**config.mk**
```make
export PLATFORM = sky130hd
export DESIGN_NAME = stream_unit
export DESIGN_NICKNAME = d
export VERILOG_FILES = /design/src/rtl/stream_pkg.sv /design/src/rtl/stream_store.sv /design/src/rtl/stream_packer.sv /design/src/rtl/stream_fetch.sv /design/src/rtl/stream_unit.sv
export SDC_FILE = /design/constraint.sdc
export NUM_CORES = 1
export LEC_CHECK = 0
export BUFFER_PORTS_ARGS = -buffer_cell sky130_fd_sc_hd__buf_4
export CELL_PAD_IN_SITES_DETAIL_PLACEMENT = 1
export CELL_PAD_IN_SITES_GLOBAL_PLACEMENT = 2
export CORE_MARGIN = 2
export CORE_UTILIZATION = 40
export CTS_BUF_LIST = sky130_fd_sc_hd__clkbuf_16
export CTS_CLUSTER_SIZE = 24
export DETAILED_ROUTE_END_ITERATION = 16
export PLACE_DENSITY_LB_ADDON = 0.1
export SLEW_MARGIN = 20
export SYNTH_ARGS = -nofsm -noshare
export SYNTH_HDL_FRONTEND = slang
export SYNTH_HIERARCHICAL = 1
export SYNTH_SLANG_ARGS = --single-unit
```
**constraint.sdc**
```tcl
create_clock -name clk -period 8.5 [get_ports clk]
set_input_delay 0.425 -clock clk [delete_from_list [all_inputs] [get_ports clk]]
set_output_delay 0.425 -clock clk [all_outputs]
set_load 0.02 [all_outputs]
```
**src/rtl/stream_pkg.sv**
```systemverilog
// Shared type for the stream buffer: which source fills the element store.
package stream_pkg;
    typedef enum logic {
        SRC_MEMORY = 1'b0,
        SRC_LINK   = 1'b1
    } fill_src_e;
endpackage

```
**src/rtl/stream_store.sv**
```systemverilog
// Circular store of wide elements with separate head and tail pointers.
// Gives the head element and one element at an offset from the head.
// Assumes: DEPTH is a power of two; the caller writes only when not full
// and reads only when not empty.
module stream_store #(
    parameter int W     = 64,
    parameter int DEPTH = 8,
    localparam int PTR_W = $clog2(DEPTH),
    localparam int LVL_W = $clog2(DEPTH + 1)
) (
    input  logic             clk,
    input  logic             rst_n,
    input  logic             wr_en,
    input  logic [W-1:0]     wr_data,
    input  logic             rd_en,
    input  logic [PTR_W-1:0] peek_off,
    output logic [W-1:0]     head_data,
    output logic [W-1:0]     peek_data,
    output logic             peek_ok,
    output logic [LVL_W-1:0] level,
    output logic             full,
    output logic             empty
);
    logic [W-1:0]     mem_q [DEPTH];
    logic [PTR_W-1:0] wr_ptr, rd_ptr, peek_idx;
    logic [LVL_W-1:0] cnt;

    // Element write at the tail.
    always_ff @(posedge clk) begin
        if (wr_en) mem_q[wr_ptr] <= wr_data;
    end

    // Pointer and occupancy update; write and read may coincide.
    always_ff @(posedge clk) begin
        if (!rst_n) begin
            wr_ptr <= '0;
            rd_ptr <= '0;
            cnt    <= '0;
        end else begin
            if (wr_en) wr_ptr <= wr_ptr + 1'b1;
            if (rd_en) rd_ptr <= rd_ptr + 1'b1;
            cnt <= cnt + LVL_W'(wr_en) - LVL_W'(rd_en);
        end
    end

    // Head and offset views.
    always_comb begin
        peek_idx  = rd_ptr + peek_off;
        head_data = mem_q[rd_ptr];
        peek_data = mem_q[peek_idx];
        peek_ok   = LVL_W'(peek_off) < cnt;
    end

    assign level = cnt;
    assign full  = (cnt == LVL_W'(DEPTH));
    assign empty = (cnt == '0);


    no_overflow_chk: assert property (@(posedge clk) disable iff (!rst_n)
        wr_en |-> !full);

    no_underflow_chk: assert property (@(posedge clk) disable iff (!rst_n)
        rd_en |-> !empty);
endmodule

```
**src/rtl/stream_packer.sv**
```systemverilog
// Packs RATIO narrow response words into one wide element, with the first
// word in the least significant lane. The element is offered in the cycle
// of its last word.
// Assumes: RATIO is a power of two and at least 2; responses arrive in order.
module stream_packer #(
    parameter int NW    = 16,
    parameter int RATIO = 4,
    localparam int SLOT_W = $clog2(RATIO),
    localparam int WIDE_W = NW * RATIO
) (
    input  logic              clk,
    input  logic              rst_n,
    input  logic              clear,
    input  logic              rsp_valid,
    input  logic [NW-1:0]     rsp_data,
    output logic              elem_valid,
    output logic [WIDE_W-1:0] elem_data
);
    logic [SLOT_W-1:0] slot;

    // Lane position of the next response word.
    always_ff @(posedge clk) begin
        if (!rst_n || clear) slot <= '0;
        else if (rsp_valid)  slot <= slot + 1'b1;
    end

    // Holding registers for all lanes except the last.
    for (genvar g = 0; g < RATIO - 1; g++) begin : g_lane
        logic [NW-1:0] lane_q;
        // Capture the word that belongs to lane g.
        always_ff @(posedge clk) begin
            if (rsp_valid && slot == SLOT_W'(g)) lane_q <= rsp_data;
        end
        assign elem_data[g*NW +: NW] = lane_q;
    end

    assign elem_data[(RATIO-1)*NW +: NW] = rsp_data;
    assign elem_valid = rsp_valid && (slot == SLOT_W'(RATIO - 1));


    lane_advance_chk: assert property (@(posedge clk) disable iff (!rst_n)
        (rsp_valid && !clear) |=> (slot != $past(slot)));
endmodule

```
**src/rtl/stream_fetch.sv**
```systemverilog
// Prefetch address generator. On start it walks narrow word addresses from
// the base. It sets aside one store slot when it issues the first word of an
// element, so data in flight always has a place to land.
// Assumes: start comes with the store empty and no responses in flight;
// enable (memory mode) does not change during a run.
module stream_fetch #(
    parameter int AW    = 16,
    parameter int CW    = 8,
    parameter int RATIO = 4,
    parameter int DEPTH = 8,
    localparam int SLOT_W = $clog2(RATIO),
    localparam int WL_W   = CW + SLOT_W,
    localparam int LVL_W  = $clog2(DEPTH + 1)
) (
    input  logic             clk,
    input  logic             rst_n,
    input  logic             enable,
    input  logic             start,
    input  logic [AW-1:0]    base,
    input  logic [CW-1:0]    count,
    input  logic             req_ready,
    input  logic [LVL_W-1:0] level,
    input  logic             elem_done,
    output logic             req_valid,
    output logic [AW-1:0]    req_addr,
    output logic [LVL_W-1:0] reserved,
    output logic             done
);
    logic              active;
    logic [AW-1:0]     addr;
    logic [WL_W-1:0]   words_left;
    logic [SLOT_W-1:0] slot;
    logic [LVL_W-1:0]  resv;
    logic [CW-1:0]     deliv_left;
    logic              room, fire;

    // Request gating: a new element needs a free store slot.
    always_comb begin
        room      = ((LVL_W+1)'(level) + (LVL_W+1)'(resv)) < (LVL_W+1)'(DEPTH);
        req_valid = enable && active && (words_left != '0) && ((slot != '0) || room);
        fire      = req_valid && req_ready;
    end

    // Run state: address walk, word budget, reservations, deliveries.
    always_ff @(posedge clk) begin
        if (!rst_n) begin
            active     <= 1'b0;
            addr       <= '0;
            words_left <= '0;
            slot       <= '0;
            resv       <= '0;
            deliv_left <= '0;
        end else if (start && enable) begin
            active     <= 1'b1;
            addr       <= base;
            words_left <= {count, SLOT_W'(0)};
            slot       <= '0;
            resv       <= '0;
            deliv_left <= count;
        end else begin
            if (fire) begin
                addr       <= addr + 1'b1;
                words_left <= words_left - 1'b1;
                slot       <= slot + 1'b1;
            end
            resv <= resv + LVL_W'(fire && slot == '0) - LVL_W'(elem_done);
            if (elem_done) deliv_left <= deliv_left - 1'b1;
        end
    end

    assign req_addr = addr;
    assign reserved = resv;
    assign done     = active && (deliv_left == '0) && (level == '0);


    req_hold_chk: assert property (@(posedge clk) disable iff (!rst_n)
        (req_valid && !req_ready && !start) |=> (req_valid && $stable(req_addr)));

    done_quiet_chk: assert property (@(posedge clk) disable iff (!rst_n)
        done |-> !req_valid);
endmodule

```
**src/rtl/stream_unit.sv**
```systemverilog
// Stream buffer between a compute cluster and a narrow memory port.
// The mode picks the fill source: the prefetch engine with its packer, or
// upstream pushes. Pop and peek serve the consumer in both modes.
// Assumes: mode_link changes only while no run is active.
module stream_unit #(
    parameter int NW    = 16,
    parameter int RATIO = 4,
    parameter int DEPTH = 8,
    parameter int AW    = 16,
    parameter int CW    = 8,
    localparam int WIDE_W = NW * RATIO,
    localparam int PTR_W  = $clog2(DEPTH),
    localparam int LVL_W  = $clog2(DEPTH + 1)
) (
    input  logic              clk,
    input  logic              rst_n,
    input  logic              mode_link,
    input  logic              start,
    input  logic [AW-1:0]     base_addr,
    input  logic [CW-1:0]     elem_count,
    input  logic              push_valid,
    input  logic [WIDE_W-1:0] push_data,
    output logic              push_busy,
    input  logic              pop_req,
    output logic [WIDE_W-1:0] pop_data,
    output logic              pop_stall,
    input  logic              peek_req,
    input  logic [PTR_W-1:0]  peek_off,
    output logic [WIDE_W-1:0] peek_data,
    output logic              peek_valid,
    output logic              peek_stall,
    output logic [LVL_W-1:0]  level,
    output logic              mem_req_valid,
    output logic [AW-1:0]     mem_req_addr,
    input  logic              mem_req_ready,
    input  logic              mem_rsp_valid,
    input  logic [NW-1:0]     mem_rsp_data,
    output logic              done
);
    import stream_pkg::*;

    fill_src_e         src;
    logic              full, empty, wr_en, rd_en, pack_valid, mem_mode;
    logic [WIDE_W-1:0] pack_data, wr_data;
    logic [LVL_W-1:0]  reserved;

    // Source select and consumer handshake.
    always_comb begin
        src       = fill_src_e'(mode_link);
        mem_mode  = (src == SRC_MEMORY);
        push_busy = (src == SRC_LINK) && push_valid && full;
        wr_en     = (src == SRC_LINK) ? (push_valid && !full) : pack_valid;
        wr_data   = (src == SRC_LINK) ? push_data : pack_data;
        rd_en     = pop_req && !empty;
        pop_stall = pop_req && empty;
        peek_stall = peek_req && empty;
    end

    stream_store #(.W(WIDE_W), .DEPTH(DEPTH)) u_store (
        .clk(clk), .rst_n(rst_n), .wr_en(wr_en), .wr_data(wr_data),
        .rd_en(rd_en), .peek_off(peek_off), .head_data(pop_data),
        .peek_data(peek_data), .peek_ok(peek_valid), .level(level),
        .full(full), .empty(empty)
    );

    stream_packer #(.NW(NW), .RATIO(RATIO)) u_pack (
        .clk(clk), .rst_n(rst_n), .clear(start),
        .rsp_valid(mem_rsp_valid && mem_mode), .rsp_data(mem_rsp_data),
        .elem_valid(pack_valid), .elem_data(pack_data)
    );

    stream_fetch #(.AW(AW), .CW(CW), .RATIO(RATIO), .DEPTH(DEPTH)) u_fetch (
        .clk(clk), .rst_n(rst_n), .enable(mem_mode), .start(start),
        .base(base_addr), .count(elem_count), .req_ready(mem_req_ready),
        .level(level), .elem_done(pack_valid && mem_mode),
        .req_valid(mem_req_valid), .req_addr(mem_req_addr),
        .reserved(reserved), .done(done)
    );


    reserve_bound_chk: assert property (@(posedge clk) disable iff (!rst_n)
        mem_mode |-> ((LVL_W+1)'(level) + (LVL_W+1)'(reserved)) <= (LVL_W+1)'(DEPTH));

    packed_fits_chk: assert property (@(posedge clk) disable iff (!rst_n)
        (pack_valid && mem_mode) |-> !full);

    empty_hold_chk: assert property (@(posedge clk) disable iff (!rst_n)
        (pop_stall && !wr_en) |=> (level == '0));

    full_hold_chk: assert property (@(posedge clk) disable iff (!rst_n)
        (push_busy && !rd_en) |=> (level == LVL_W'(DEPTH)));
endmodule

```
==> out/qor.csv <==
stage,metric,value,unit
floorplanning,core_area,71100,um2
cells_and_area,finish.utilization,47.5,%
floorplanning,die_x,272,um
pwr,p_int,7070,uW
floorplanning,initial_core_util,40.2,%
timing,finalHoldViolCount,0,
global_route,grt_pass1_wl,118,mm
synth,synth_cell_types,59,
timing,drv_slew,0,
timing,slew_headroom,23.4,%
global_route,track_usage,21.9,%
critical_path,critPathRequiredTime,8.08,ns
timing,finalCriticalPeriod,4.70,ns
run,cap_violations,0,
pwr,p_seq_share,34.6,%
critical_path,crit_start,u_store/rd_ptr[0]$_SDFFE_PN0P_,
placement,finalWeightedCongestion,0.745,
placement,place_ws,3.85,ns
synth,synth.area.top_cells,"edfxtp_1, mux4_2, mux2_2",
run_status,outcome,"complete, no violations",
cells_and_area,multi_input_area,10000,um2
clock_network,cts.htree.levels,3,
drt,post_drt_wl_per_cell,29.3,um
clock_network,clk_pin_slew,0.06,ns
synth,syn_area,28600,um2
synth,synth-xor-area-share,0.944,%
global_route,grt_pass1_vias,17174,
synth,yosys.area_share.simple,2.71,%
synth,synth_seq_cells,616,
synth,ys_seq_area_share,62.7,%
drt,antenna_left,0,
synth,avgSynthCellArea,19.4,um2
timing,max_freq,213,MHz
synth,syn-num-nets,1621,
synth,synth-adder-area-share,1.35,%
global_route,antenna_found_initial,8,
clock_network,cts_hold_buf,0,
synth,synth-edff-count,560,
drt,drt_iter0_drc,1174,
timing,setup_tns,0,ns
synth,synth.area.mux_share,28.0,%
timing,tightest_slew,1.15,ns
timing,finClkSkew,0.0221,ns
cells_and_area,synthToLayoutAreaGrowth,18.0,%
drt,drt-pass1-iter-count,8,
pwr,switchingPower,3200,uW
synth,synth_commonest_cells,"edfxtp_1, mux4_2, mux2_2",
placement,io_buffers,269,
timing,setup_viol,0,
drt,viasPerCell,5.74,
pwr,p_total,10300,uW
critical_path,worst-setup-path-type,reg2out,
drt,vias,15717,
timing,rsz0062_at_grt,no,
cells_and_area,n_antenna_cell,0,
synth,synthCells,1476,
pwr,clock_power_share,29.5,%
clock_network,clock-sinks,616,
floorplanning,ios,270,
clock_network,ctsResizeCount,0,
synth,synth.most_common_cell,edfxtp_1,
critical_path,crit_fanout,45,
timing,worst_slack,3.80,ns
placement,place_inst,2609,
synth,synth_ff_type,edfxtp_1,
cells_and_area,drive_above_1_share,48.4,%
hold_path,hp-start,base_addr[3],
critical_path,rr_startpoint,u_pack/slot[0]$_SDFFE_PP0P_,
floorplanning,row_count,98,
drt,drc,0,
pwr,ir_drop,185,uV
cells_and_area,fillers,6614,
timing,fin_crit_sh,55.3,%
floorplanning,die_h,272,um
hold_path,hp-class,in2reg,
critical_path,cp-end-kind,output pin,
global_route,grt_max_degree,95,
synth,ys.warnings.count,6,
pwr,cellPowerDensity,304,nW/um2
clock_network,clk_latency,0.60,ns
synth,synth-async-reset-ratio,0,%
synth,synth_top_family_by_area,multiplexers,
clock_network,cts_made_buffers,70,
pwr,combPwrFrac,35.9,%
drt,wl,80.2,mm
clock_network,clockBufferDepth,3,
cells_and_area,regArea,17900,um2
pwr,power_leakage,0.0111,uW
cells_and_area,layout.nets,1876,
cells_and_area,layout.cells.non_filler,2736,
placement,dp_hpwl,47.8,mm
synth,yosysTopAreaCellShare,58.8,%
clock_network,post_cts_buffers,0,
synth,synth-compound-area-share,1.64,%
floorplanning,dieArea,73700,um2
clock_network,cts_tree,done,
clock_network,cts_root_buffer,clkbuf_16,
critical_path,start_kind,flip-flop,
pwr,swShare,31.2,%
synth,synth_top_area_cell,edfxtp_1,
critical_path,crit_arrival,4.28,ns
global_route,overflow,0,
-- worst paths after layout --
path | endpoint | slack [ns] | cells after the start
max reg2reg | u_store/mem_q[2][56]$_DFFE_PP_ | 4.69 | 7
min reg2reg | u_fetch/slot[1]$_SDFFE_PP0P_ | 0.50 | 2
max | peek_data[6] | 3.80 | 8
min | u_fetch/req_addr[3]$_SDFFE_PN0P_ | 0.08 | 3
-- state kept, by name, indices dropped and copies added, names as in the netlist, 4 cells and up, named ones only --
| name | count |
|---|---|
| u_pack/g_lane.lane_q | 48 |
| u_store/level | 4 |
| u_fetch/req_addr | 16 |
| u_fetch/reserved | 4 |
| u_fetch/words_left | 10 |
| u_fetch/deliv_left | 8 |
| u_store/mem_q | 512 |
-- cells in the final DEF (no fill, tap or decap), types with 3 or more instances in the layout --
cell,synthesis,final
nor2_4,0,6
and3_1,4,4
and2_1,11,11
or3_1,6,6
nand2_1,20,20
nor2b_1,8,8
nor4b_1,3,3
buf_4,32,289
dfxtp_4,0,3
nor2_1,24,18
nor3_2,1,3
xnor2_1,18,18
mux2i_1,6,6
mux2_4,6,6
and2_2,4,4
mux2_2,185,185
nor4_1,5,5
nand3_1,7,7
nand4_1,7,7
clkbuf_16,0,73
dfxtp_1,56,53
a21oi_1,23,23
and4_1,3,3
nand2b_1,7,7
ha_1,26,25
mux4_2,256,256
o21ai_0,30,30
inv_1,27,38
edfxtp_1,560,560
a211oi_1,3,3
clkinv_1,0,18
xor2_1,11,11
clkinv_2,0,10
nor3_1,10,8
a31oi_1,9,9
bufinv_16,0,9
-- worst max-delay path, stage by stage, from the launching register on --
cell	delay (ns)
dfxtp_1	0.41
ha_4	0.14
inv_1	0.04
fa_4	0.42
xor2_1	0.20
xnor2_4	0.88
buf_4	0.90
mux2_2	0.50
buf_4	0.18
-- power groups by stage --
stage	logic, uW	registers [uW]	clock network [uW]
6_report	3680	3550	3030
5_1_grt	3920	3580	3220
4_1_cts	3770	3560	3110
3_5_place_dp	3760	3620	0
3_3_place_gp	3750	3620	0
2_1_floorplan	2610	3530	0
-- layout make-up --
cell class,instances,area share [%]
Tap cell,950,3.52
Multi-Input combinational cell,725,29.6
Sequential cell,616,53.2
Timing Repair Buffer,291,6.54
Clock buffer,73,5.41
Clock inverter,54,1.46
Inverter,27,0.300
-- per-stage QoR --
step	hold slack (ns)	cell area [um2]
final	0.0837	33800
after global routing	0.0873	33800
after CTS	0.0591	33800
after detailed placement	0.490	31400
after global placement	0.473	31400
after floorplan	0.460	28600
-- cell families after synthesis --
| family | Yosys count |
|---|---|
| adder cells (fa/ha/maj) | 29 |
| AO/OA/AOI/OAI | 79 |
| flip-flops | 616 |
| AND/OR/NAND/NOR | 133 |
| buffers and inverters | 135 |
| XOR/XNOR | 30 |
| multiplexers | 454 |
-- per-layer routing --
layer  vias to the layer above  share of wire [%]  GRT usage, %
li1                       6644                  -             -
met1                      8434                 42          29.9
met2                       554                 49          35.8
met3                        79                6.9          5.02
met4                         6                1.7          5.08
met5                         -              0.046             0
No activity file was read; power rests on OpenSTA's default activity.
